## src/rtl/emer_pkg.sv

```systemverilog
package emer_pkg;

    typedef enum logic [1:0] {
        MODE_RUN = 2'd0,
        MODE_THR = 2'd1,
        MODE_RCV = 2'd2
    } mode_e;

    typedef struct packed {
        logic viol;
        logic hit;
    } accept_t;

    localparam int unsigned NUM_CNT = 3;
    localparam int unsigned CNT_THR = 0;
    localparam int unsigned CNT_RB  = 1;
    localparam int unsigned CNT_HIT = 2;

    function automatic accept_t accept_events(mode_e cur, logic viol, logic hit);
        accept_t a;
        a.viol = viol && (cur != MODE_RCV);
        a.hit  = hit && !viol && (cur != MODE_RCV);
        return a;
    endfunction

    function automatic mode_e next_mode(mode_e cur, accept_t acc,
                                        logic win_last, logic rcv_fin);
        if (acc.viol) return MODE_RCV;
        if (cur == MODE_RCV) return rcv_fin ? MODE_RUN : MODE_RCV;
        if (acc.hit) return MODE_THR;
        if (cur == MODE_THR && win_last) return MODE_RUN;
        return cur;
    endfunction

endpackage

```

## src/rtl/emer_thr_window.sv

```systemverilog
module emer_thr_window #(
    parameter int unsigned WIN = 32
) (
    input  logic clk,
    input  logic rst,
    input  logic load,
    input  logic run,
    output logic last,
    output logic phase
);
    localparam int unsigned WW = $clog2(WIN + 1);

    logic [WW-1:0] cnt_q;
    logic          phase_q;

    always_ff @(posedge clk) begin
        if (rst) begin
            cnt_q   <= '0;
            phase_q <= 1'b0;
        end else if (load) begin
            cnt_q   <= WW'(WIN - 1);
            phase_q <= 1'b0;
        end else if (run) begin
            if (cnt_q != '0) cnt_q <= cnt_q - 1'b1;
            phase_q <= ~phase_q;
        end
    end

    assign last  = (cnt_q == '0);
    assign phase = phase_q;
endmodule

```

## src/rtl/emer_rcv_timer.sv

```systemverilog
module emer_rcv_timer #(
    parameter int unsigned PENALTY = 100
) (
    input  logic clk,
    input  logic rst,
    input  logic load,
    input  logic run,
    input  logic done_i,
    output logic fin
);
    localparam int unsigned PW = $clog2(PENALTY + 1);

    logic [PW-1:0] cnt_q;
    logic          seen_q;

    always_ff @(posedge clk) begin
        if (rst) begin
            cnt_q  <= '0;
            seen_q <= 1'b0;
        end else if (load) begin
            cnt_q  <= PW'(PENALTY - 1);
            seen_q <= 1'b0;
        end else if (run) begin
            if (cnt_q != '0) cnt_q <= cnt_q - 1'b1;
            if (done_i) seen_q <= 1'b1;
        end
    end

    assign fin = run && (cnt_q == '0) && (seen_q || done_i);
endmodule

```

## src/rtl/emer_ev_counter.sv

```systemverilog
module emer_ev_counter #(
    parameter int unsigned W = 16
) (
    input  logic         clk,
    input  logic         rst,
    input  logic         inc,
    output logic [W-1:0] value
);
    always_ff @(posedge clk) begin
        if (rst)      value <= '0;
        else if (inc) value <= value + 1'b1;
    end
endmodule

```

## src/rtl/emer_throttle_ctrl.sv

```systemverilog
module emer_throttle_ctrl
    import emer_pkg::*;
#(
    parameter int unsigned HIST_ENTRIES = 4,
    parameter int unsigned ENTRY_W      = 8,
    parameter int unsigned WIN          = 32,
    parameter int unsigned PENALTY      = 100,
    parameter int unsigned CNT_W        = 16,
    localparam int unsigned HIST_W      = HIST_ENTRIES * ENTRY_W
) (
    input  logic              clk,
    input  logic              rst,
    input  logic              sensor_viol_i,
    input  logic              pred_hit_i,
    input  logic [HIST_W-1:0] hist_snap_i,
    input  logic              rb_done_i,
    output logic              rb_req_o,
    output logic              pred_insert_o,
    output logic [HIST_W-1:0] pred_sig_o,
    output logic              clk_en_o,
    output logic              throttle_active_o,
    output logic              stall_o,
    output logic [CNT_W-1:0]  thr_cnt_o,
    output logic [CNT_W-1:0]  rb_cnt_o,
    output logic [CNT_W-1:0]  hit_cnt_o
);
    mode_e             mode_q;
    accept_t           acc;
    logic              win_last, win_phase, rcv_fin;
    logic              req_q;
    logic [HIST_W-1:0] sig_q;
    logic [NUM_CNT-1:0] cnt_inc;
    logic [CNT_W-1:0]  cnt_val [NUM_CNT];

    assign acc = accept_events(mode_q, sensor_viol_i, pred_hit_i);

    always_ff @(posedge clk) begin
        if (rst) mode_q <= MODE_RUN;
        else     mode_q <= next_mode(mode_q, acc, win_last, rcv_fin);
    end

    emer_thr_window #(.WIN(WIN)) win_i (
        .clk   (clk),
        .rst   (rst),
        .load  (acc.hit),
        .run   (mode_q == MODE_THR),
        .last  (win_last),
        .phase (win_phase)
    );

    emer_rcv_timer #(.PENALTY(PENALTY)) rcv_i (
        .clk    (clk),
        .rst    (rst),
        .load   (acc.viol),
        .run    (mode_q == MODE_RCV),
        .done_i (rb_done_i),
        .fin    (rcv_fin)
    );

    always_ff @(posedge clk) begin
        if (rst) begin
            req_q <= 1'b0;
            sig_q <= '0;
        end else begin
            req_q <= acc.viol;
            if (acc.viol) sig_q <= hist_snap_i;
        end
    end

    assign cnt_inc[CNT_THR] = (mode_q == MODE_THR);
    assign cnt_inc[CNT_RB]  = acc.viol;
    assign cnt_inc[CNT_HIT] = acc.hit;

    for (genvar g = 0; g < NUM_CNT; g++) begin : g_cnt
        emer_ev_counter #(.W(CNT_W)) cnt_i (
            .clk   (clk),
            .rst   (rst),
            .inc   (cnt_inc[g]),
            .value (cnt_val[g])
        );
    end

    always_comb begin
        unique case (mode_q)
            MODE_THR: clk_en_o = win_phase;
            MODE_RCV: clk_en_o = 1'b0;
            default:  clk_en_o = 1'b1;
        endcase
    end

    assign throttle_active_o = (mode_q == MODE_THR);
    assign stall_o           = (mode_q == MODE_RCV);
    assign rb_req_o          = req_q;
    assign pred_insert_o     = req_q;
    assign pred_sig_o        = sig_q;
    assign thr_cnt_o         = cnt_val[CNT_THR];
    assign rb_cnt_o          = cnt_val[CNT_RB];
    assign hit_cnt_o         = cnt_val[CNT_HIT];
endmodule

```

## config.mk

```make
export PLATFORM = sky130hd
export DESIGN_NAME = emer_throttle_ctrl
export DESIGN_NICKNAME = d
export VERILOG_FILES = /design/src/rtl/emer_pkg.sv /design/src/rtl/emer_thr_window.sv /design/src/rtl/emer_rcv_timer.sv /design/src/rtl/emer_ev_counter.sv /design/src/rtl/emer_throttle_ctrl.sv
export SDC_FILE = /design/constraint.sdc
export NUM_CORES = 1
export LEC_CHECK = 0
export ABC_AREA = 1
export BUFFER_PORTS_ARGS = -buffer_cell sky130_fd_sc_hd__buf_2
export CORE_MARGIN = 1
export CORE_UTILIZATION = 50
export CTS_BUF_LIST = sky130_fd_sc_hd__clkbuf_16
export DETAILED_ROUTE_END_ITERATION = 8
export PLACE_DENSITY = 0.76
export SETUP_SLACK_MARGIN = 0.15
export SYNTH_ARGS = -nofsm -noshare
export SYNTH_HDL_FRONTEND = slang
export SYNTH_SLANG_ARGS = --single-unit
```

## constraint.sdc

```tcl
create_clock -name clk -period 4.65 [get_ports clk]
set_clock_uncertainty 0.15 [all_clocks]
set_input_delay 0.465 -clock clk [delete_from_list [all_inputs] [get_ports clk]]
set_output_delay 0.465 -clock clk [all_outputs]
set_load 0.05 [all_outputs]
```

# == Word level (Yosys, flattened, before mapping) ==
# Index checks and enable logic that the tools add are counted.
# totals
ff_bits,98
input_bits,37
output_inout_bits,85
word_cells,75
# op_classes
n_addsub,5
eq_ne,3
n_mux,30
bitwise,1
reduce_logical,24
# op_table
op,count
adder 16 x 1 -> 16 bit (second input constant),3
2-to-1 mux 7 bit,3
2-to-1 mux 2 bit,9
2-to-1 mux 5 bit,3
2-to-1 mux 1 bit,14
AND reduction 2 bit,5
nonzero test 2 bit,4
logical NOT 7 bit,1
nonzero test 7 bit,1
subtractor 7 x 1 -> 7 bit (second input constant),1
logical AND 1 bit,6
logical NOT 6 bit,1
nonzero test 6 bit,1
subtractor 6 x 1 -> 6 bit (second input constant),1
nonzero test 4 bit,1
OR reduction 2 bit,2
equality test 2 x 1 -> 1 bit (second input constant),1
equality test 2 bit (second input constant),1
!= test 2 bit (second input constant),1
one-hot mux 1 bit (2 select lines),1
logical NOT 1 bit,1
logical OR 1 bit,1
NOT 1 bit,1

# == Depth between registers and ports, before layout ==
# Gate-level depths: netlist of run 1.
# depth
ltp_word,17
ltp_mapped,11
ltp_nobuf,11

# == Modules after synthesis ==
# From an unflattened synthesis of run 1, not the netlist that was laid out.
# unflattened
cells_unflattened,679
area_unflattened_um2,4812.1
# by_module_without_submodules
module,instances,cells_per_inst,area_per_inst_um2,seq_area_each_um2
emer_ev_counter,3,126,847.1,320.3
emer_throttle_ctrl,1,163,1348.8,700.7
emer_rcv_timer,1,72,489.2,160.2
emer_thr_window,1,66,432.9,140.1

# == Worst setup path after synthesis of run 1 ==
# No wires, ideal clock.
# synth_timing
kind,register -> output
start,register mode_q[0]
end,output port clk_en_o
arrival_time_ns,1.598
required_ns,4.035
setup_slack_ns,2.437
stages_incl_launch_ff,5
path_buffers,0
cell_sequence,dfxtp_1 inv_2 nand2_4 inv_1 a21oi_1
# synth_via
elab_chain_cells,2
elab_cells_between_ends,3
classes_between,2 x eq/ne; 1 x mux
# synth_rtl
element,line,text
start: declaration,emer_throttle_ctrl.sv:27,mode_e mode_q;
start signal: assignment,emer_throttle_ctrl.sv:39,"else mode_q <= next_mode(mode_q, acc, win_last, rcv_fin);"
equality test 2 bit,--,
named net stall_o,emer_throttle_ctrl.sv:22,"output logic stall_o,"
one-hot mux 1 bit (2 select lines),emer_throttle_ctrl.sv:84,unique case (mode_q)
end: declaration,emer_throttle_ctrl.sv:20,"output logic clk_en_o,"
# The timed path passes the listed nets, and every way through them passes these cells.

# == Final worst setup path of run 1 ==
# layout_timing
start,register mode_q[0]
end,register rcv_i.cnt_q[6]
# layout_via
elab_chain_cells,4
elab_cells_between_ends,7
classes_between,2 x eq/ne; 1 x mux; 4 x reduce/logical
# layout_rtl
element,line,text
!= test 2 bit,emer_pkg.sv:21,a.viol = viol && (cur != MODE_RCV);
logical AND 1 bit,emer_pkg.sv:21,
nonzero test 2 bit (no source line),--,
AND reduction 2 bit (no source line),--,
end signal: assignment,emer_rcv_timer.sv:21,cnt_q <= PW'(PENALTY - 1);
end signal: assignment,emer_rcv_timer.sv:24,if (cnt_q != '0) cnt_q <= cnt_q - 1'b1;
end: declaration,emer_rcv_timer.sv:13,logic [PW-1:0] cnt_q;
# Several ways; a longest one is shown, not always the timed one.
# A chain may end at the register's enable or synchronous reset.

==> results of run 1 <==
-- through the flow --
| stage | utilization (%) | area [sq um] | instances | worst slack [ps] |
|---|---|---|---|---|
| finish | 62.4 | 5470 | 901 | 2600 |
| global route | 62.4 | 5470 | 901 | 2400 |
| CTS | 62.4 | 5470 | 901 | 2580 |
| detailed placement | 59.5 | 5210 | 886 | 2340 |
| global placement | 59.5 | 5210 | 886 | 2400 |
| floorplan | - | 4560 | 676 | 2440 |
-- registers in the layout, indices dropped and copies added (netlist names) --
name / cells
pred_sig_o: 32
rcv_i.seen_q: 1
pred_insert_o: 1
g_cnt.cnt_i.value: 48
win_i.cnt_q: 6
mode_q: 2
win_i.phase: 1
rcv_i.cnt_q: 7
-- synth_stat cells, drive strengths merged --
cell and number:
a211oi 2, a21oi 40, a31oi 1, and3 2
buf 14, clkbuf 6, dfxtp 98, ha 6
inv 78, nand2 220, nand3 60, nand3b 4
nand4 7, nor2 82, nor3 14, nor3b 2
o211ai 1, o21ai 32, o21bai 1, or2 1
xnor2 4, xor2 1
-- cell families after synthesis --
group                      share of synthesized area (%)
adders and majority gates                           1.65
and+or+nand+nor                                     37.0
DFF                                                 43.0
buffers and inverters                               8.69
xor gates and xnor gates                           0.960
AOI/OAI and AO/OA                                   8.69
-- report_power, final --
| group | internal [W] | total (W) | switching (W) | leakage, nW |
|---|---|---|---|---|
| combinational | 0.000194 | 0.000729 | 0.000535 | 1.63 |
| sequential | 0.000935 | 0.00101 | 0.0000722 | 0.798 |
| clock | 0.000357 | 0.000669 | 0.000313 | 0.133 |
-- worst max path at each step --
stage                                      start  cells past startpoint                                   end  slack, ps
after floorplan           mode_q[0]$_SDFFE_PP0P_                      4                              clk_en_o       2440
after global placement                       rst                      5  g_cnt[1].cnt_i.value[0]$_SDFFE_PP0P_       2400
after detailed placement                     rst                      5  g_cnt[1].cnt_i.value[0]$_SDFFE_PP0P_       2340
after CTS                 mode_q[0]$_SDFFE_PP0P_                      6           rcv_i.cnt_q[5]$_SDFFE_PP0P_       2580
after global routing      mode_q[0]$_SDFFE_PP0P_                      6                mode_q[1]$_SDFFE_PP0P_       2400
final                     mode_q[0]$_SDFFE_PP0P_                      6           rcv_i.cnt_q[6]$_SDFFE_PP0P_       2600
-- metal layers --
| layer | routed length [um] | up-vias | track usage, % |
|---|---|---|---|
| li1 | - | 2367 | - |
| met1 | 4860 | 2026 | 27.6 |
| met2 | 5020 | 116 | 38.9 |
| met3 | 564 | 10 | 4.68 |
| met4 | 106 | 0 | 6.79 |
| met5 | 0 | - | 0 |
-- critical path: cells and delay by family (launching register included) --
kind / cells / cell delay, ps
DFF: 1 / 360
buffers and inverters: 2 / 260
and+or+nand+nor: 4 / 1200
-- layout make-up --
class / instances / share of cell area, %
Inverter: 78 / 5.40
Clock inverter: 6 / 0.640
Sequential cell: 98 / 35.9
Tap cell: 108 / 2.47
Timing Repair Buffer: 122 / 11.2
Multi-Input combinational cell: 480 / 40.3
Clock buffer: 9 / 4.12
-- cell usage in the layout (no fill, tap or decap), types with 6 or more instances in the layout --
| cell | instances |
|---|---|
| nand2_1 | 216 |
| buf_2 | 121 |
| dfxtp_1 | 98 |
| nor2_1 | 74 |
| inv_1 | 73 |
| nand3_1 | 58 |
| a21oi_1 | 40 |
| o21ai_0 | 31 |
| nor3_1 | 14 |
| clkbuf_16 | 9 |
| nand4_1 | 7 |
| ha_1 | 6 |
==> flow_summary.json, run 1 <==
{
  "fillCellCount": 804,
  "rsz0062_at_grt": "false",
  "yosys_warnings": 0,
  "n_antenna_cell": 0,
  "port_buffers": 121,
  "required_ps": 4770,
  "yosys-top-cells-area": "dfxtp_1 43%, nand2_1 18%, nand3_1 6.4%, nor2_1 6.1%, inv_1 6.0%",
  "rr_worst_depth": 6,
  "p_per_area_nw_per_um2": 440,
  "setup_viol": 0,
  "arrival_ps": 2180,
  "dieArea_sq_um": 9510,
  "via_count": 4519,
  "drc_errors": 0,
  "synth_area_sq_um": 4560,
  "drive_gt1_share_pct": 19.7,
  "critPathMaxStageDelay_ps": 700,
  "status": "complete, no violations",
  "cts_hold_buf": 0,
  "criticalPathCategory": "register to register",
  "cts_root_buf": "clkbuf_16",
  "initial_utilization_pct": 52.1,
  "syn_nets": 719,
  "syn_avg_cell_area_sq_um": 6.75,
  "drt_iter0_drc": 196,
  "reg2reg_from": "mode_q[0]$_SDFFE_PP0P_",
  "postSynthCellCount": 676,
  "yosysTopAreaCellShare_pct": 43.0,
  "cts_setup_buffers": 0,
  "multi_input_area_sq_um": 2200,
  "startpoint_type": "register",
  "hold_depth": 3,
  "path_max_fanout": 40,
  "final_nets": 832,
  "antenna_found_initial": 0,
  "worstMarginPinSlew_ps": 767,
  "fp.coreArea_sq_um": 8760,
  "ys_ff_latch": 98,
  "critPathCaptureType": "register",
  "final.period_utilization_pct": 44.1,
  "cts_sinks": 98,
  "cpMostUsedCell": "nand2_4",
  "first_global_vias": 4212,
  "hp-class": "primary input to register",
  "cts_buffers": 9,
  "area_growth_pct": 19.9,
  "reg2reg_setup_slack_ps": 2600,
  "synth_top_area_cell": "dfxtp_1",
  "p_leak_nw": 2.56,
  "die_width_um": 97.5,
  "cp_cell_sequence": "inv_2, nand2_4, nand2_4, nor2_4, inv_1, nand2_1",
  "grt_max_degree": 61,
  "grt.overflow.total": 0,
  "cts.reportedPaths.clkPinSlew_ps": 70,
  "fp.dieH_um": 97.5,
  "track_usage_pct": 22.3,
  "slowest_stage": "nor2_4",
  "htree_levels": 3,
  "seq_area_sq_um": 1960,
  "hold_path_startpoint": "hist_snap_i[1]",
  "worstHoldEndpoint": "pred_sig_o[1]$_SDFFE_PP0P_",
  "drt_pre_antenna_iters": 5,
  "gp_congestion": 0.836,
  "ios": 122,
  "holdWs_ps": 161,
  "routedWlPerCell_um": 11.7,
  "max_freq_mhz": 488,
  "period_minus_slack_ps": 2050,
  "hold_viol_final": 0,
  "synth-seq-area-share_pct": 43.0,
  "cts_resized": 0,
  "clockBufferDepth": 2,
  "peakVddDrop_mv": 0.296,
  "fin_tns_setup_ps": 0,
  "ys_types": 33,
  "slew_viol_final": 0,
  "clk_latency_ps": 340,
  "drv_cap": 0,
  "core.rowCount": 34,
  "dp_hpwl_um": 7260,
  "antenna_left": 0,
  "vias_per_cell": 5.02,
  "total_power_w": 0.00241,
  "r2r-end": "rcv_i.cnt_q[6]$_SDFFE_PP0P_",
  "cts_tree": "yes",
  "slew_headroom_pct": 48.8,
  "grt_pass1_wl_um": 17900,
  "drt_wl_total_um": 10600
}
(Power assumes the default switching activity.)
==> run 2, diff against run 1 <==
--- a/config.mk
+++ b/config.mk
@@ -5,13 +5,13 @@
 export SDC_FILE = /design/constraint.sdc
 export NUM_CORES = 1
 export LEC_CHECK = 0
-export ABC_AREA = 1
+export ABC_AREA = 0
 export BUFFER_PORTS_ARGS = -buffer_cell sky130_fd_sc_hd__buf_2
 export CORE_MARGIN = 1
-export CORE_UTILIZATION = 50
+export CORE_UTILIZATION = 46
 export CTS_BUF_LIST = sky130_fd_sc_hd__clkbuf_16
 export DETAILED_ROUTE_END_ITERATION = 8
-export PLACE_DENSITY = 0.76
+export PLACE_DENSITY = 0.75
 export SETUP_SLACK_MARGIN = 0.15
 export SYNTH_ARGS = -nofsm -noshare
 export SYNTH_HDL_FRONTEND = slang
==> constraint.sdc (replaced) <==
create_clock -name clk -period 1.82 [get_ports clk]
set_clock_uncertainty 0.15 [all_clocks]
set_input_delay 0.182 -clock clk [delete_from_list [all_inputs] [get_ports clk]]
set_output_delay 0.182 -clock clk [all_outputs]
set_load 0.05 [all_outputs]
==> run 2 against run 1 <==
Cell area up 14%. Critical path depth down 1. Largest cell class unchanged. First-iteration DRC count is 11% higher. Clock-buffer cell count unchanged. Total power rose by 110%. Die area fell by 0.97%. Register-to-register slack got worse by 2600 ps. Clock power increased to 2.7 times the previous value. Hold slack lost 110 ps. Synthesized area down 8.9%. Sequential share of layout area decreased by 2.6 points.
==> flow_summary.json, run 2 <==
{
  "status": "complete, no violations",
  "ys.flop_type": "dfxtp_1",
  "yosysTopAreaCellShare_pct": 47.2,
  "arrival_ps": 1910,
  "via_count": 4315,
  "required_ps": 1940,
  "total_power_w": 0.00498,
  "grt_pass1_wl_um": 18700,
  "ys_ff_latch": 98,
  "vias_per_cell": 5.38,
  "area_growth_pct": 50.3,
  "reg2reg_from": "mode_q[0]$_SDFFE_PP0P_",
  "p_leak_nw": 2.61,
  "netlist_top_cells_count": "98 x dfxtp_1, 85 x nand2_1, 64 x a21oi_1",
  "first_global_vias": 4143,
  "htree_levels": 3,
  "finish.utilization_pct": 71.6,
  "drt_pre_antenna_iters": 5,
  "fin_tns_setup_ps": 0,
  "clk_latency_ps": 330,
  "yosys-top-cells-area": "dfxtp_1 47%, a21oi_1 7.7%, nand2_1 7.7%, nor2_1 4.2%, xnor2_1 3.4%",
  "yosys_warnings": 0,
  "cts_sinks": 98,
  "critPathMaxStageDelay_ps": 520,
  "hold_depth": 2,
  "grt.overflow.total": 0,
  "criticalPathCategory": "register to register",
  "setup_viol": 0,
  "synth-seq-area-share_pct": 47.2,
  "startpoint_type": "register",
  "track_usage_pct": 23.6,
  "dp_hpwl_um": 6970,
  "core.rowCount": 34,
  "slew_viol_final": 0,
  "hold_path_startpoint": "rst",
  "slew_headroom_pct": 67.1,
  "peakVddDrop_mv": 0.517,
  "dp_slack_ps": -27.2,
  "layout_common_cells": "118 x buf_2, 82 x nand2_1, 61 x dfxtp_1, 59 x a21oi_1",
  "reg2reg_setup_slack_ps": 30,
  "worstHoldEndpoint": "g_cnt[0].cnt_i.value[8]$_SDFFE_PP0P_",
  "rsz0062_at_grt": "true",
  "hold_viol_final": 0,
  "die_width_um": 97.1,
  "synth_edf_count": 0,
  "max_freq_mhz": 560,
  "critPathTopFamily": "simple AND/OR/NAND/NOR gates",
  "synth_top_area_cell": "dfxtp_1",
  "cts_buffers": 9,
  "critPathCaptureType": "register",
  "dieArea_sq_um": 9420,
  "drive_gt1_share_pct": 38.8,
  "cts.reportedPaths.clkPinSlew_ps": 60,
  "antenna_left": 0,
  "yosysMostFrequentCell": "dfxtp_1",
  "r2r-end": "g_cnt[2].cnt_i.value[15]$_SDFFE_PP0P_",
  "hp-class": "primary input to register",
  "final.period_utilization_pct": 98.1,
  "p_comb_share_pct": 17.8,
  "pwr-share-clk_pct": 36.7,
  "fp.coreArea_sq_um": 8720,
  "holdWs_ps": 50.0,
  "async_reset_ff_share_pct": 0,
  "initial_utilization_pct": 47.7,
  "path_max_fanout": 8,
  "syn_nets": 545,
  "cpMostUsedCell": "or4_4",
  "grt_max_degree": 48,
  "p_int_w": 0.00358,
  "routedWlPerCell_um": 14.8,
  "seq_power_share_pct": 45.5,
  "p_sw_w": 0.00140,
  "postSynthCellCount": 502,
  "syn_avg_cell_area_sq_um": 8.28,
  "port_buffers": 121,
  "ios": 122,
  "clockBufferDepth": 2,
  "cts_tree": "yes",
  "period_minus_slack_ps": 1790,
  "n_antenna_cell": 0,
  "cts_root_buf": "clkbuf_16",
  "fp.dieH_um": 97.1,
  "drt_wl_total_um": 11900,
  "critPathBufInv": 1,
  "rr_worst_depth": 5,
  "synth_area_sq_um": 4160,
  "p_per_area_nw_per_um2": 798,
  "worstMarginPinSlew_ps": 494,
  "gp_congestion": 0.846,
  "cp_cell_sequence": "nand2b_4, inv_6, or4_4, or4_4, a21oi_2",
  "ys_types": 41,
  "drt_iter0_drc": 217,
  "slowest_stage": "or4_4",
  "drv_cap": 0,
  "p_sw_share_pct": 28.2,
  "drc_errors": 0,
  "setup_ws_ps": 33.8,
  "largest_reg_flops": 48,
  "final_nets": 732,
  "antenna_found_initial": 0,
  "final_common_cell": "buf_2",
  "regMostFlops": "g_cnt.cnt_i.value"
}
## run 2: worst max-delay path by stage
| stage | startpoint | endpoint | depth (start not counted) |
|---|---|---|---|
| after CTS | mode_q[0]$_SDFFE_PP0P_ | g_cnt[2].cnt_i.value[15]$_SDFFE_PP0P_ | 5 |
| after detailed placement | sensor_viol_i | g_cnt[2].cnt_i.value[14]$_SDFFE_PP0P_ | 6 |
| after global routing | g_cnt[2].cnt_i.value[1]$_SDFFE_PP0P_ | g_cnt[2].cnt_i.value[6]$_SDFFE_PP0P_ | 7 |
| after global placement | sensor_viol_i | g_cnt[2].cnt_i.value[15]$_SDFFE_PP0P_ | 5 |
| after floorplan | mode_q[0]$_SDFFE_PP0P_ | g_cnt[2].cnt_i.value[15]$_SDFFE_PP0P_ | 7 |
| final | mode_q[0]$_SDFFE_PP0P_ | g_cnt[2].cnt_i.value[15]$_SDFFE_PP0P_ | 5 |
## run 2: cells by family after synthesis
kind of cell / after synthesis / synth area share (%)
and+or+nand+nor: 228 / 26.5
AOI/OAI and AO/OA: 99 / 13.3
DFF: 98 / 47.2
buffers and inverters: 37 / 3.70
xor gates and xnor gates: 28 / 5.90
muxes: 6 / 1.57
adders and majority gates: 6 / 1.81
## run 2: power groups by stage
stage / logic [W] / registers, W / clock network, W
2_1_floorplan: 0.000322 / 0.00249 / 0
3_3_place_gp: 0.000703 / 0.00230 / 0
3_5_place_dp: 0.000715 / 0.00230 / 0
4_1_cts: 0.000803 / 0.00226 / 0.00186
5_1_grt: 0.000945 / 0.00228 / 0.00195
6_report: 0.000886 / 0.00227 / 0.00183
## run 2: stage by stage
| step | cell area, sq um | std cells |
|---|---|---|
| 2_1_floorplan | 4310 | 502 |
| 3_3_place_gp | 5150 | 731 |
| 3_5_place_dp | 5150 | 731 |
| 4_1_cts | 5930 | 787 |
| 5_1_grt | 6250 | 802 |
| 6_report | 6250 | 802 |
## run 2: layout make-up
type                            instances  area [sq um]
Fill cell                             632          2470
Multi-Input combinational cell        367          2330
Sequential cell                        98          2080
Timing Repair Buffer                  201          1370
Clock buffer                            9           225
Tap cell                              108           135
Clock inverter                          7          62.6
Inverter                               12          55.1
## run 2: metal layers
metal	up-vias	track usage, %	wire [um]
met1	2057	28.4	4990
met2	115	40.4	6150
met5	-	0	0
met3	17	6.26	568
met4	0	8.61	187
li1	2126	-	-
## run 2: worst register-to-register path: cells and delay by family (launching register included)
kind	cells	cell delay, ps
AO/OA/AOI/OAI	1	110
buffers and inverters	1	40
AND/OR/NAND/NOR	3	1090
flip-flops	1	340
## run 2: timing repair
action | in CTS | in global routing
hold endpoints to repair | 34 | 0
hold buffers | 34 | 0
endpoints found under the setup margin | 17 | 71
gates resized for setup | 26 | 37
pin swaps | 8 | 17
gates cloned | 0 | 2
buffers inserted | 6 | 13
